File: config.mk
export PLATFORM = sky130hd
export DESIGN_NAME = pin_edge_filter
export DESIGN_NICKNAME = d
export VERILOG_FILES = /design/src/rtl/pef_pkg.sv /design/src/rtl/pef_sync.sv /design/src/rtl/pef_filter.sv /design/src/rtl/pef_edge_out.sv /design/src/rtl/pin_edge_filter.sv
export SDC_FILE = /design/constraint.sdc
export NUM_CORES = 1
export LEC_CHECK = 0
export BUFFER_PORTS_ARGS = -buffer_cell sky130_fd_sc_hd__buf_2
export CORE_AREA = 3 3 40 42
export DETAILED_ROUTE_END_ITERATION = 7
export DIE_AREA = 0 0 43 45
export SLEW_MARGIN = 15
export SYNTH_ARGS = -nofsm -noshare
export SYNTH_HDL_FRONTEND = slang
export SYNTH_SLANG_ARGS = --single-unit
File: constraint.sdc
create_clock -name clk -period 1.25 [get_ports clk]
set_clock_uncertainty 0.05 [all_clocks]
set_input_delay 0.125 -clock clk [delete_from_list [all_inputs] [get_ports clk]]
set_output_delay 0.125 -clock clk [all_outputs]
set_load 0.01 [all_outputs]
File: src/rtl/pef_pkg.sv
package pef_pkg;

  typedef enum logic [1:0] {
    EDGE_FALL = 2'b00,
    EDGE_RISE = 2'b01,
    EDGE_BOTH = 2'b10,
    EDGE_NONE = 2'b11
  } edge_mode_t;

  function automatic logic mode_wants_rise(input edge_mode_t m);
    return (m == EDGE_RISE) || (m == EDGE_BOTH);
  endfunction

  function automatic logic mode_wants_fall(input edge_mode_t m);
    return (m == EDGE_FALL) || (m == EDGE_BOTH);
  endfunction

endpackage

File: src/rtl/pef_sync.sv
module pef_sync #(
  parameter int STAGES = 2
) (
  input  logic clk,
  input  logic rst,
  input  logic d_i,
  output logic q_o
);
  localparam int LAST = STAGES - 1;

  logic [LAST:0] chain_q;

  generate
    if (STAGES == 1) begin : g_single
      always_ff @(posedge clk) begin
        if (rst) chain_q <= '0;
        else     chain_q <= d_i;
      end
    end else begin : g_chain
      always_ff @(posedge clk) begin
        if (rst) chain_q <= '0;
        else     chain_q <= {chain_q[LAST-1:0], d_i};
      end
    end
  endgenerate

  assign q_o = chain_q[LAST];

endmodule

File: src/rtl/pef_filter.sv
module pef_filter #(
  parameter int SAMPLES = 2
) (
  input  logic clk,
  input  logic rst,
  input  logic en,
  input  logic fast_sel,
  input  logic tick_i,
  input  logic din,
  output logic level_o,
  output logic rise_o,
  output logic fall_o
);
  localparam int HW = SAMPLES - 1;

  logic [HW-1:0] hist_q;
  logic [HW:0]   hist_cat;
  logic          lvl_q;
  logic          primed_q;
  logic          resync_q;
  logic          smp_en;
  logic          agree;
  logic          accept;

  assign smp_en   = en & (fast_sel | tick_i);
  assign hist_cat = {hist_q, din};
  assign agree    = din ? (&hist_q) : ~(|hist_q);
  assign accept   = smp_en & ~resync_q & agree & (din != lvl_q);

  always_ff @(posedge clk) begin
    if (rst) begin
      hist_q   <= '0;
      lvl_q    <= 1'b0;
      primed_q <= 1'b0;
      resync_q <= 1'b0;
    end else if (!en) begin
      if (primed_q) resync_q <= 1'b1;
    end else if (smp_en) begin
      primed_q <= 1'b1;
      if (resync_q) begin
        hist_q   <= {HW{din}};
        lvl_q    <= din;
        resync_q <= 1'b0;
      end else begin
        hist_q <= hist_cat[HW-1:0];
        if (accept) lvl_q <= din;
      end
    end
  end

  assign level_o = lvl_q;
  assign rise_o  = accept & din;
  assign fall_o  = accept & ~din;

  AST_TWO_SAMPLES: assert property (@(posedge clk) disable iff (rst)
    (!$stable(lvl_q) && !$past(resync_q)) |-> ($past(din) == lvl_q && $past(hist_q[0]) == lvl_q));

  AST_TICK_GATED: assert property (@(posedge clk) disable iff (rst)
    (!fast_sel && !tick_i) |=> $stable(hist_q));

  AST_HOLD_DISABLED: assert property (@(posedge clk) disable iff (rst)
    !en |=> ($stable(lvl_q) && $stable(hist_q)));

endmodule

File: src/rtl/pef_edge_out.sv
module pef_edge_out
  import pef_pkg::*;
(
  input  logic       clk,
  input  logic       rst,
  input  logic [1:0] edge_sel,
  input  logic       rise_i,
  input  logic       fall_i,
  output logic       edge_o
);
  edge_mode_t mode;
  logic       hit;
  logic       edge_q;

  assign mode = edge_mode_t'(edge_sel);
  assign hit  = (rise_i & mode_wants_rise(mode)) | (fall_i & mode_wants_fall(mode));

  always_ff @(posedge clk) begin
    if (rst) edge_q <= 1'b0;
    else     edge_q <= hit;
  end

  assign edge_o = edge_q;

  AST_PULSE_SINGLE: assert property (@(posedge clk) disable iff (rst)
    edge_q |=> !edge_q);

  AST_NONE_SILENT: assert property (@(posedge clk) disable iff (rst)
    ($past(edge_sel) == 2'b11) |-> !edge_q);

endmodule

File: src/rtl/pin_edge_filter.sv
module pin_edge_filter #(
  parameter int SYNC_STAGES = 2,
  parameter int SAMPLES     = 2
) (
  input  logic       clk,
  input  logic       rst,
  input  logic       en,
  input  logic       fast_sel,
  input  logic       tick_i,
  input  logic [1:0] edge_sel,
  input  logic       pin_i,
  output logic       edge_o,
  output logic       level_o
);
  logic pin_sync;
  logic rise_acc;
  logic fall_acc;

  pef_sync #(.STAGES(SYNC_STAGES)) u_sync (
    .clk (clk),
    .rst (rst),
    .d_i (pin_i),
    .q_o (pin_sync)
  );

  pef_filter #(.SAMPLES(SAMPLES)) u_filter (
    .clk      (clk),
    .rst      (rst),
    .en       (en),
    .fast_sel (fast_sel),
    .tick_i   (tick_i),
    .din      (pin_sync),
    .level_o  (level_o),
    .rise_o   (rise_acc),
    .fall_o   (fall_acc)
  );

  pef_edge_out u_edge (
    .clk      (clk),
    .rst      (rst),
    .edge_sel (edge_sel),
    .rise_i   (rise_acc),
    .fall_i   (fall_acc),
    .edge_o   (edge_o)
  );

  AST_EDGE_MEANS_CHANGE: assert property (@(posedge clk) disable iff (rst)
    edge_o |-> (level_o != $past(level_o)));

  AST_RISE_MODE_DIR: assert property (@(posedge clk) disable iff (rst)
    (edge_o && $past(edge_sel) == 2'b01) |-> level_o);

  AST_FALL_MODE_DIR: assert property (@(posedge clk) disable iff (rst)
    (edge_o && $past(edge_sel) == 2'b00) |-> !level_o);

  AST_QUIET_DISABLED: assert property (@(posedge clk) disable iff (rst)
    !$past(en) |-> !edge_o);

endmodule

==> results of run 1 <==
-- layout make-up --
cell class,count,share of cell area
multi-input combinational,20,0.377
timing repair buffer,9,0.116
clock buffer,4,0.0677
tap,15,0.0484
sequential,7,0.361
inverter,3,0.0290
-- Yosys cell counts --
master | n | area (um2)
dfxtp_1 | 7 | 140
inv_1 | 3 | 11.3
nor2b_1 | 3 | 18.8
a21oi_1 | 2 | 10.0
ha_1 | 2 | 25.0
nor2_1 | 2 | 7.51
o21ai_0 | 2 | 10.0
o21ai_1 | 2 | 10.0
a2111oi_2 | 1 | 15.0
a2bb2oi_1 | 1 | 8.76
a31oi_1 | 1 | 6.26
nand2_1 | 1 | 3.75
nand4b_1 | 1 | 8.76
nor3b_2 | 1 | 12.5
o211a_1 | 1 | 10.0
-- worst max path at each step --
stage,from,to,slack (ps),cells past startpoint
detailed placement,u_filter.level_o$_SDFFE_PP0P_,u_edge.edge_o$_SDFF_PP0_,100,3
global placement,u_filter.level_o$_SDFFE_PP0P_,u_edge.edge_o$_SDFF_PP0_,110,3
floorplan,u_filter.level_o$_SDFFE_PP0P_,u_edge.edge_o$_SDFF_PP0_,150,3
CTS,u_filter.level_o$_SDFFE_PP0P_,u_edge.edge_o$_SDFF_PP0_,90,3
global route,u_filter.level_o$_SDFFE_PP0P_,u_edge.edge_o$_SDFF_PP0_,40,3
finish,u_filter.level_o$_SDFFE_PP0P_,u_edge.edge_o$_SDFF_PP0_,110,3
-- power by group through the flow --
stage          logic [mW]  registers, mW  clock network (mW)
2_1_floorplan      0.0179          0.240                   0
3_3_place_gp       0.0352          0.242                   0
3_5_place_dp       0.0366          0.242                   0
4_1_cts            0.0368          0.237               0.216
5_1_grt            0.0408          0.238               0.223
6_report           0.0361          0.237               0.202
-- metal layers --
| metal | vias to the layer above | wire length, um | share of wire | global-route usage |
|---|---|---|---|---|
| li1 | 131 | - | - | - |
| met4 | 0 | 0 | 0 | 0.0361 |
| met2 | 14 | 214 | 0.38 | 0.0958 |
| met1 | 104 | 279 | 0.50 | 0.0683 |
| met5 | - | 0 | 0 | 0 |
| met3 | 0 | 62 | 0.11 | 0.0637 |
-- cells by family (layout without fill, tap and decap cells) --
kind of cell | Yosys count | count (layout) | synth area share
adder cells (fa/ha/maj) | 2 | 2 | 0.0840
AO/OA/AOI/OAI | 10 | 10 | 0.235
buffers and inverters | 3 | 16 | 0.0378
flip-flops | 7 | 7 | 0.471
AND/OR/NAND/NOR | 8 | 8 | 0.172
-- state kept, by name (all words and copies together) (netlist names) --
name and cells:
u_edge.edge_o 1, u_filter.level_o 1, u_filter.resync_q 1, u_filter.hist_q 1, u_filter.primed_q 1, u_sync.chain_q 2
==> impl_results.md, run 1 <==
* Result of the run: complete, no violations
* Post-Route Setup TNS at 0 ps
* First drt pass iteration count at 2
* Die ar. at 0.00194 mm2
* WHS Path Cells at 2
* Worst-path clk slew at around 50 ps
* CTS tree: yes
* Synth cell types at 15
* Area of the mapped netlist at ~300 um2
* CP delay by family, top: compound AO/OA/AOI/OAI gates
* Crit Path Max Fanout at 5
* Wire length per cell at 9.59 um
* Sw Pwr at approximately 100 uW
* Dpl ws at between 100 and 150 ps
* Final setup viols at 0
* Core area at around 0.0013 mm2
* HPWL after DPL at ~430 um
* Sw Ratio at 0.219
* Max stage delay on crit path at 360 ps
* Setup bufs post-CTS at 0
* Diode count at 0
* Number of antenna-violating nets in the routed design at 0
* Clock Sinks at 7
* Req. time, crit path at ~1400 ps
* GRT Overall Usage at 0.0686
* Fmax achieved at around 880 MHz
* Via count at roughly 250
* Crit path cell chain: nor3b_2 > o21ai_1 > a2111oi_2
* HP Class: in -> reg
* Pin count of the biggest net entering global routing at 8
* Final wirelength at around 560 um
* Total Power at about 480 uW
* Routability cong. at just over 0.6
* YS warnings at 0
* Setup WS post-layout at about 110 ps
* Num CTS Buffers at 3
* Starting Density at 0.232
* VDD IR max at approximately 0.0008 V
* I/O Pins at 10
* H-tree Lvls at 1
* Slew Limit Fails at 0
* CP Launch Type: flop
* Leakage at 0.180 nW
* Number of port buffers at 9
* Drt drc at 0
* Hold path start: pin_i
* Most frequent cells in the layout: buf_2, dfxtp_1, inv_1, nor2b_1, clkbuf_4
* Area post-placement at ~360 um2
* Clk pwr share at 0.425
* Critical Path Sink Type: flop
* Final cell area excluding filler cells at between 300 and 400 um2
* Final Hold Viols at 0
* Flop-to-flop setup slack at 110 ps
* CTS Buffer Depth at 2
* Synthesized instance count at 30
* FILL cells at approximately 150
* Commonest non-fill, non-tap cell in the layout: buf_2
* Area of the multi-input gates at 146 um2
* Worst R2R Start: u_filter.level_o$_SDFFE_PP0P_
* Syn Area/Cell at 9.93 um2
* Share of cells above drive strength 1 at 0.326
* Internal at approximately 370 uW
* Buf/Inv on CP at 0
* Synth Register Bits at 7
* PostCTS Resize Cnt at 0
* # rows at 13
* Worst setup path category: reg -> reg
* GR Overflow Total at 0
* Hold endpoint: u_sync.chain_q[0]$_SDFF_PP0_
* Worst hold slack at ~35 ps
* Final std cells w/o fill at 58
* DR iter-0 viols at 2
* R2r endpoint: u_edge.edge_o$_SDFF_PP0_
* P&R area growth vs syn at 30.3%
* Worst slew pin tran at 366 ps
* CP max-delay cell: dfxtp_1
* Die height at around 45 um
* Final net count at 54
* R2R cell count at 3
* Die width at 43 um
* Number of instances in the placed design at 54
* Logic pwr share at 0.076
* Syn Nets at 40
* Final Util at 0.302
* Via density at between 4 and 5
* Part of the power in registers at 0.500
* Skew-Pair Late Insertion Delay at 250 ps
* Antenna violations before repair at 0
* Max-slew headroom at 0.754
* RSZ-0062 raised after global routing: false
* CTS Root Cell: clkbuf_4
* Seq/Total Area, Yosys at 0.471
* Vias in the first global route at between 200 and 250
* First-pass GRT wire length at ~900 um
* Arrival time worst endpoint at between 1000 and 1500 ps
* Crit share post-route at 0.910
* PwrDens at about 1200 mW/mm2
* Hold-fix buffers, CTS at 0
* Final min period at 1140 ps
* FF+latch area at about 140 um2
* Max cap viols at 0
Note: power is estimated with default switching activity, not from simulation.
==> run 2, diff against run 1 <==
--- a/config.mk
+++ b/config.mk
@@ -9,6 +9,7 @@
 export CORE_AREA = 3 3 40 42
 export DETAILED_ROUTE_END_ITERATION = 7
 export DIE_AREA = 0 0 43 45
+export GPL_TIMING_DRIVEN = 0
 export SLEW_MARGIN = 15
 export SYNTH_ARGS = -nofsm -noshare
 export SYNTH_HDL_FRONTEND = slang
==> impl_results.md, run 2 (synthesis gave the netlist of run 1 again) <==
* Via density at 4.16 (was 4.29)
* Final wirelength at 499 um (was 556 um)
* CP Launch Type: flop (unchanged)
* Crit Path Max Fanout at 5 (unchanged)
* PostCTS Resize Cnt at 0 (unchanged)
* Diode count at 0 (unchanged)
* First-pass GRT wire length at 876 um (was 903 um)
* P&R area growth vs syn at 30.3% (unchanged)
* Arrival time worst endpoint at 1220 ps (was 1230 ps)
* Crit share post-route at 0.896 (was 0.910)
* Vias in the first global route at 219 (was 242)
* Dpl ws at 136 ps (was 102 ps)
* Final Hold Viols at 0 (unchanged)
* HP Class: in -> reg (unchanged)
* Sw Ratio at 0.216 (was 0.219)
* Via count at 241 (was 249)
* Final net count at 54 (unchanged)
* GRT Overall Usage at 0.0669 (was 0.0686)
* Hold-fix buffers, CTS at 0 (unchanged)
* First drt pass iteration count at 1 (was 2)
* Hold path start: pin_i (unchanged)
* I/O Pins at 10 (unchanged)
* CTS Root Cell: clkbuf_4 (unchanged)
* # rows at 13 (unchanged)
* Num CTS Buffers at 3 (unchanged)
* Critical Path Sink Type: flop (unchanged)
* Setup WS post-layout at 130 ps (was 112 ps)
* Critical path startpoint: u_filter.level_o$_SDFFE_PP0P_ (unchanged)
* Max-slew headroom at 0.764 (was 0.754)
* CTS tree: yes (unchanged)
* Top reg by flops: u_sync.chain_q (unchanged)
* Die width at 43 um (unchanged)
* Worst R2R Start: u_filter.level_o$_SDFFE_PP0P_ (unchanged)
* Max cap viols at 0 (unchanged)
* Internal at 371 uW (about the same)
* GR Overflow Total at 0 (unchanged)
* Part of the power in registers at 0.501 (was 0.500)
* DR iter-0 viols at 0 (was 2)
* Result of the run: complete, no violations (unchanged)
* Die ar. at 0.00194 mm2 (unchanged)
* Final cell area excluding filler cells at 388 um2 (unchanged)
* Clock Sinks at 7 (unchanged)
* Share of cells above drive strength 1 at 0.326 (unchanged)
* HPWL after DPL at 386 um (was 425 um)
* Most frequent cells in the layout: buf_2, dfxtp_1, inv_1, nor2b_1, clkbuf_4 (unchanged)
* Req. time, crit path at 1350 ps (about the same)
* H-tree Lvls at 1 (unchanged)
* Wire length per cell at 8.60 um (was 9.59 um)
* Final min period at 1120 ps (was 1140 ps)
* Clk pwr share at 0.424 (was 0.425)
* Die height at 45 um (unchanged)
* Number of port buffers at 9 (unchanged)
* PwrDens at 1220 mW/mm2 (was 1230 mW/mm2)
* Starting Density at 0.232 (unchanged)
* Routability cong. at 0.663 (was 0.613)
* Number of antenna-violating nets in the routed design at 0 (unchanged)
* Final setup viols at 0 (unchanged)
* Slew Limit Fails at 0 (unchanged)
* Area post-placement at 362 um2 (unchanged)
* VDD IR max at 0.000750 V (was 0.000798 V)
* Drt drc at 0 (unchanged)
* Leakage at 0.180 nW (unchanged)
* Logic pwr share at 0.075 (was 0.076)
* Max reg flops at 2 (unchanged)
* Setup bufs post-CTS at 0 (unchanged)
* Commonest non-fill, non-tap cell in the layout: buf_2 (unchanged)
* Sw Pwr at 102 uW (was 104 uW)
* CTS Buffer Depth at 2 (unchanged)
* Flop-to-flop setup slack at 130 ps (was 110 ps)
* RSZ-0062 raised after global routing: false (unchanged)
* Pin count of the biggest net entering global routing at 8 (unchanged)
* Fmax achieved at 893 MHz (was 879 MHz)
* Worst slew pin tran at 351 ps (was 366 ps)
* Skew-Pair Late Insertion Delay at 250 ps (about the same)
* Core area at 0.00128 mm2 (unchanged)
* Post-Route Setup TNS at 0 ps (unchanged)
* Antenna violations before repair at 0 (unchanged)
* Worst-path clk slew at 50 ps (about the same)
* Worst setup path category: reg -> reg (unchanged)
[run 2: cell counts in the layout (fill, tap and decap cells not counted)]
No cell type changed its count.
[run 2: cell type report]
type / instances / area, um2
clock buffers: 4 / 26.3
fillers: 139 / 897
inverters: 3 / 11.3
multi-input cells: 20 / 146
flip-flops and latches: 7 / 140
well taps: 15 / 18.8
repair buffers: 9 / 45.0
[run 2: power groups by stage]
stage / Sequential (mW) / Clock [mW] / Combinational [mW]
floorplan: 0.240 / 0 / 0.0179
global placement: 0.242 / 0 / 0.0355
detailed placement: 0.242 / 0 / 0.0359
CTS: 0.237 / 0.214 / 0.0363
global route: 0.238 / 0.218 / 0.0414
finish: 0.237 / 0.200 / 0.0356
[run 2: final timing paths]
kind,endpoint,cells past startpoint
setup reg to reg,u_edge.edge_o$_SDFF_PP0_,3
hold / removal,u_sync.chain_q[0]$_SDFF_PP0_,2
setup / recovery,u_edge.edge_o$_SDFF_PP0_,3
hold reg to reg,u_sync.chain_q[1]$_SDFF_PP0_,1
[run 2: through the flow]
step | power (mW) | hold WS [ps] | utilization | cells
global route | 0.497 | 47.2 | 0.302 | 58
detailed placement | 0.278 | 290 | 0.281 | 54
global placement | 0.277 | 286 | 0.281 | 54
CTS | 0.488 | 26.0 | 0.302 | 58
floorplan | 0.258 | 144 | - | 30
finish | 0.473 | 37.0 | 0.302 | 58
[run 2: critical path, stage by stage (launching register included)]
cell and delay [ps]:
dfxtp_1 360, nor3b_2 170, o21ai_1 90, a2111oi_2 340
[run 2: per-layer routing]
layer	global-route usage	up-vias	routed length [um]
met5	0	-	0
li1	-	132	-
met1	0.0856	97	259
met4	0.0361	0	0
met3	0.0637	0	65
met2	0.0689	12	174
==> run 3, diff against run 2 <==
--- a/config.mk
+++ b/config.mk
@@ -6,9 +6,9 @@
 export NUM_CORES = 1
 export LEC_CHECK = 0
 export BUFFER_PORTS_ARGS = -buffer_cell sky130_fd_sc_hd__buf_2
-export CORE_AREA = 3 3 40 42
+export CORE_AREA = 2 2 39 41
 export DETAILED_ROUTE_END_ITERATION = 7
-export DIE_AREA = 0 0 43 45
+export DIE_AREA = 0 0 41 43
 export GPL_TIMING_DRIVEN = 0
 export SLEW_MARGIN = 15
 export SYNTH_ARGS = -nofsm -noshare
==> impl_results.md, run 3 (synthesis gave the netlist of run 1 again) <==
* Result of the run: complete, no violations (unchanged)
* Hold-fix buffers, CTS at 0 (unchanged)
* Worst setup path category: reg -> reg (unchanged)
* Final min period at 1100 ps (was 1120 ps)
* I/O Pins at 10 (unchanged)
* Wire length per cell at 8.64 um (was 8.60 um)
* Req. time, crit path at 1350 ps (about the same)
* RSZ-0062 raised after global routing: false (unchanged)
* Starting Density at 0.215 (was 0.232)
* Logic pwr share at 0.078 (was 0.075)
* Met3 WL post-DR at 51 um (was 65 um)
* Number of antenna-violating nets in the routed design at 0 (unchanged)
* PostCTS Resize Cnt at 0 (unchanged)
* Antenna violations before repair at 0 (unchanged)
* H-tree Lvls at 1 (unchanged)
* Top reg by flops: u_sync.chain_q (unchanged)
* Share of cells above drive strength 1 at 0.326 (unchanged)
* FF+latch area at 140 um2 (unchanged)
* Skew-Pair Late Insertion Delay at 240 ps (was 250 ps)
* Final setup viols at 0 (unchanged)
* Length of routed met2 wiring at 235 um (was 174 um)
* Internal at 371 uW (about the same)
* Worst-path clk slew at 50 ps (about the same)
* Num CTS Buffers at 3 (unchanged)
* CP Launch Type: flop (unchanged)
* Max reg flops at 2 (unchanged)
* Die height at 43 um (was 45 um)
* # rows at 14 (was 13)
* Number of port buffers at 9 (unchanged)
* HPWL after DPL at 392 um (was 386 um)
* Final net count at 54 (unchanged)
* Max-slew headroom at 0.753 (was 0.764)
* VDD IR max at 0.000480 V (was 0.000750 V)
* Clk pwr share at 0.418 (was 0.424)
* Worst hold slack at 38.0 ps (was 37.0 ps)
* P&R area growth vs syn at 30.7% (was 30.3%)
* Routability cong. at 0.675 (was 0.663)
* Drt drc at 0 (unchanged)
* GRT Overall Usage at 0.0825 (was 0.0669)
* Die ar. at 0.00176 mm2 (was 0.00194 mm2)
* Vias in the first global route at 236 (was 219)
* Setup bufs post-CTS at 0 (unchanged)
* GR Overflow Total at 0 (unchanged)
* Max cap viols at 0 (unchanged)
* Part of the power in registers at 0.504 (was 0.501)
* First-pass GRT wire length at 903 um (was 876 um)
* CTS Buffer Depth at 2 (unchanged)
* DR iter-0 viols at 0 (unchanged)
* Diode count at 0 (unchanged)
* Crit Path Max Fanout at 5 (unchanged)
* Pin count of the biggest net entering global routing at 8 (unchanged)
* Commonest non-fill, non-tap cell in the layout: buf_2 (unchanged)
* Final Hold Viols at 0 (unchanged)
* Post-Route Setup TNS at 0 ps (unchanged)
* Crit share post-route at 0.877 (was 0.896)
* Sw Ratio at 0.211 (was 0.216)
* CTS tree: yes (unchanged)
* Via density at 4.32 (was 4.16)
* Final wirelength at 510 um (was 499 um)
* Slew Limit Fails at 0 (unchanged)
* Sw Pwr at 99.3 uW (was 102 uW)
* PwrDens at 1210 mW/mm2 (was 1220 mW/mm2)
* Area of the multi-input gates at 146 um2 (unchanged)
* Routed met1 length at 223 um (was 259 um)
* Most frequent cells in the layout: buf_2, dfxtp_1, inv_1, nor2b_1, clkbuf_4 (unchanged)
* HP Class: in -> reg (unchanged)
* Worst slew pin tran at 369 ps (was 351 ps)
* Clock Sinks at 7 (unchanged)
* FILL cells at 159 (was 139)
* Core area at 0.00138 mm2 (was 0.00128 mm2)
* Final Util at 0.281 (was 0.302)
* Leakage at 0.180 nW (unchanged)
* CTS Root Cell: clkbuf_4 (unchanged)
* DR top layer: met3 (unchanged)
* First drt pass iteration count at 1 (unchanged)
* Area post-placement at 363 um2 (was 362 um2)
* Die width at 41 um (was 43 um)
* Fmax achieved at 912 MHz (was 893 MHz)
* Final cell area excluding filler cells at 389 um2 (was 388 um2)
* Total Power at 471 uW (was 473 uW)
* Arrival time worst endpoint at 1190 ps (was 1220 ps)
* Via count at 255 (was 241)
* Critical Path Sink Type: flop (unchanged)
==> run 3: cell counts in the layout (fill, tap and decap cells not counted) <==
No cell type changed its count.
==> run 3: worst max-delay path, cell delays in order, from the launching register on <==
cell and delay, ps:
dfxtp_1 360, nor3b_2 160, o21ai_1 90, a2111oi_2 340
==> run 3: per-layer routing <==
layer / up-vias / global-route usage
met5: - / 0
met4: 0 / 0.0400
met3: 0 / 0.0785
met2: 9 / 0.113
met1: 112 / 0.0809
li1: 134 / -
==> run 3: layout make-up <==
class,count,share of cell area
repair buffers,9,0.116
multi-input cells,20,0.376
clock buffers,4,0.0675
inverters,3,0.0289
well taps,16,0.0514
flip-flops and latches,7,0.360
==> run 3: through the flow <==
stage | cells | worst slack [ps]
2_1_floorplan | 30 | 149
3_3_place_gp | 55 | 119
3_5_place_dp | 55 | 148
4_1_cts | 59 | 128
5_1_grt | 59 | 25.9
6_report | 59 | 154
==> run 3: worst paths after layout <==
path	startpoint	endpoint	slack (ps)	cells past startpoint
worst max-delay path	u_filter.level_o$_SDFFE_PP0P_	u_edge.edge_o$_SDFF_PP0_	150	3
worst min-delay path	pin_i	u_sync.chain_q[0]$_SDFF_PP0_	40	2
worst max register to register	u_filter.level_o$_SDFFE_PP0P_	u_edge.edge_o$_SDFF_PP0_	150	3
worst min register to register	u_sync.chain_q[0]$_SDFF_PP0_	u_sync.chain_q[1]$_SDFF_PP0_	380	1
==> run 3: power by group through the flow <==
stage               Combinational, mW  Clock, mW  Sequential [mW]
detailed placement             0.0366          0            0.242
floorplan                      0.0179          0            0.240
CTS                            0.0371      0.211            0.237
global placement               0.0353          0            0.241
finish                         0.0366      0.197            0.237
global route                   0.0432      0.231            0.238
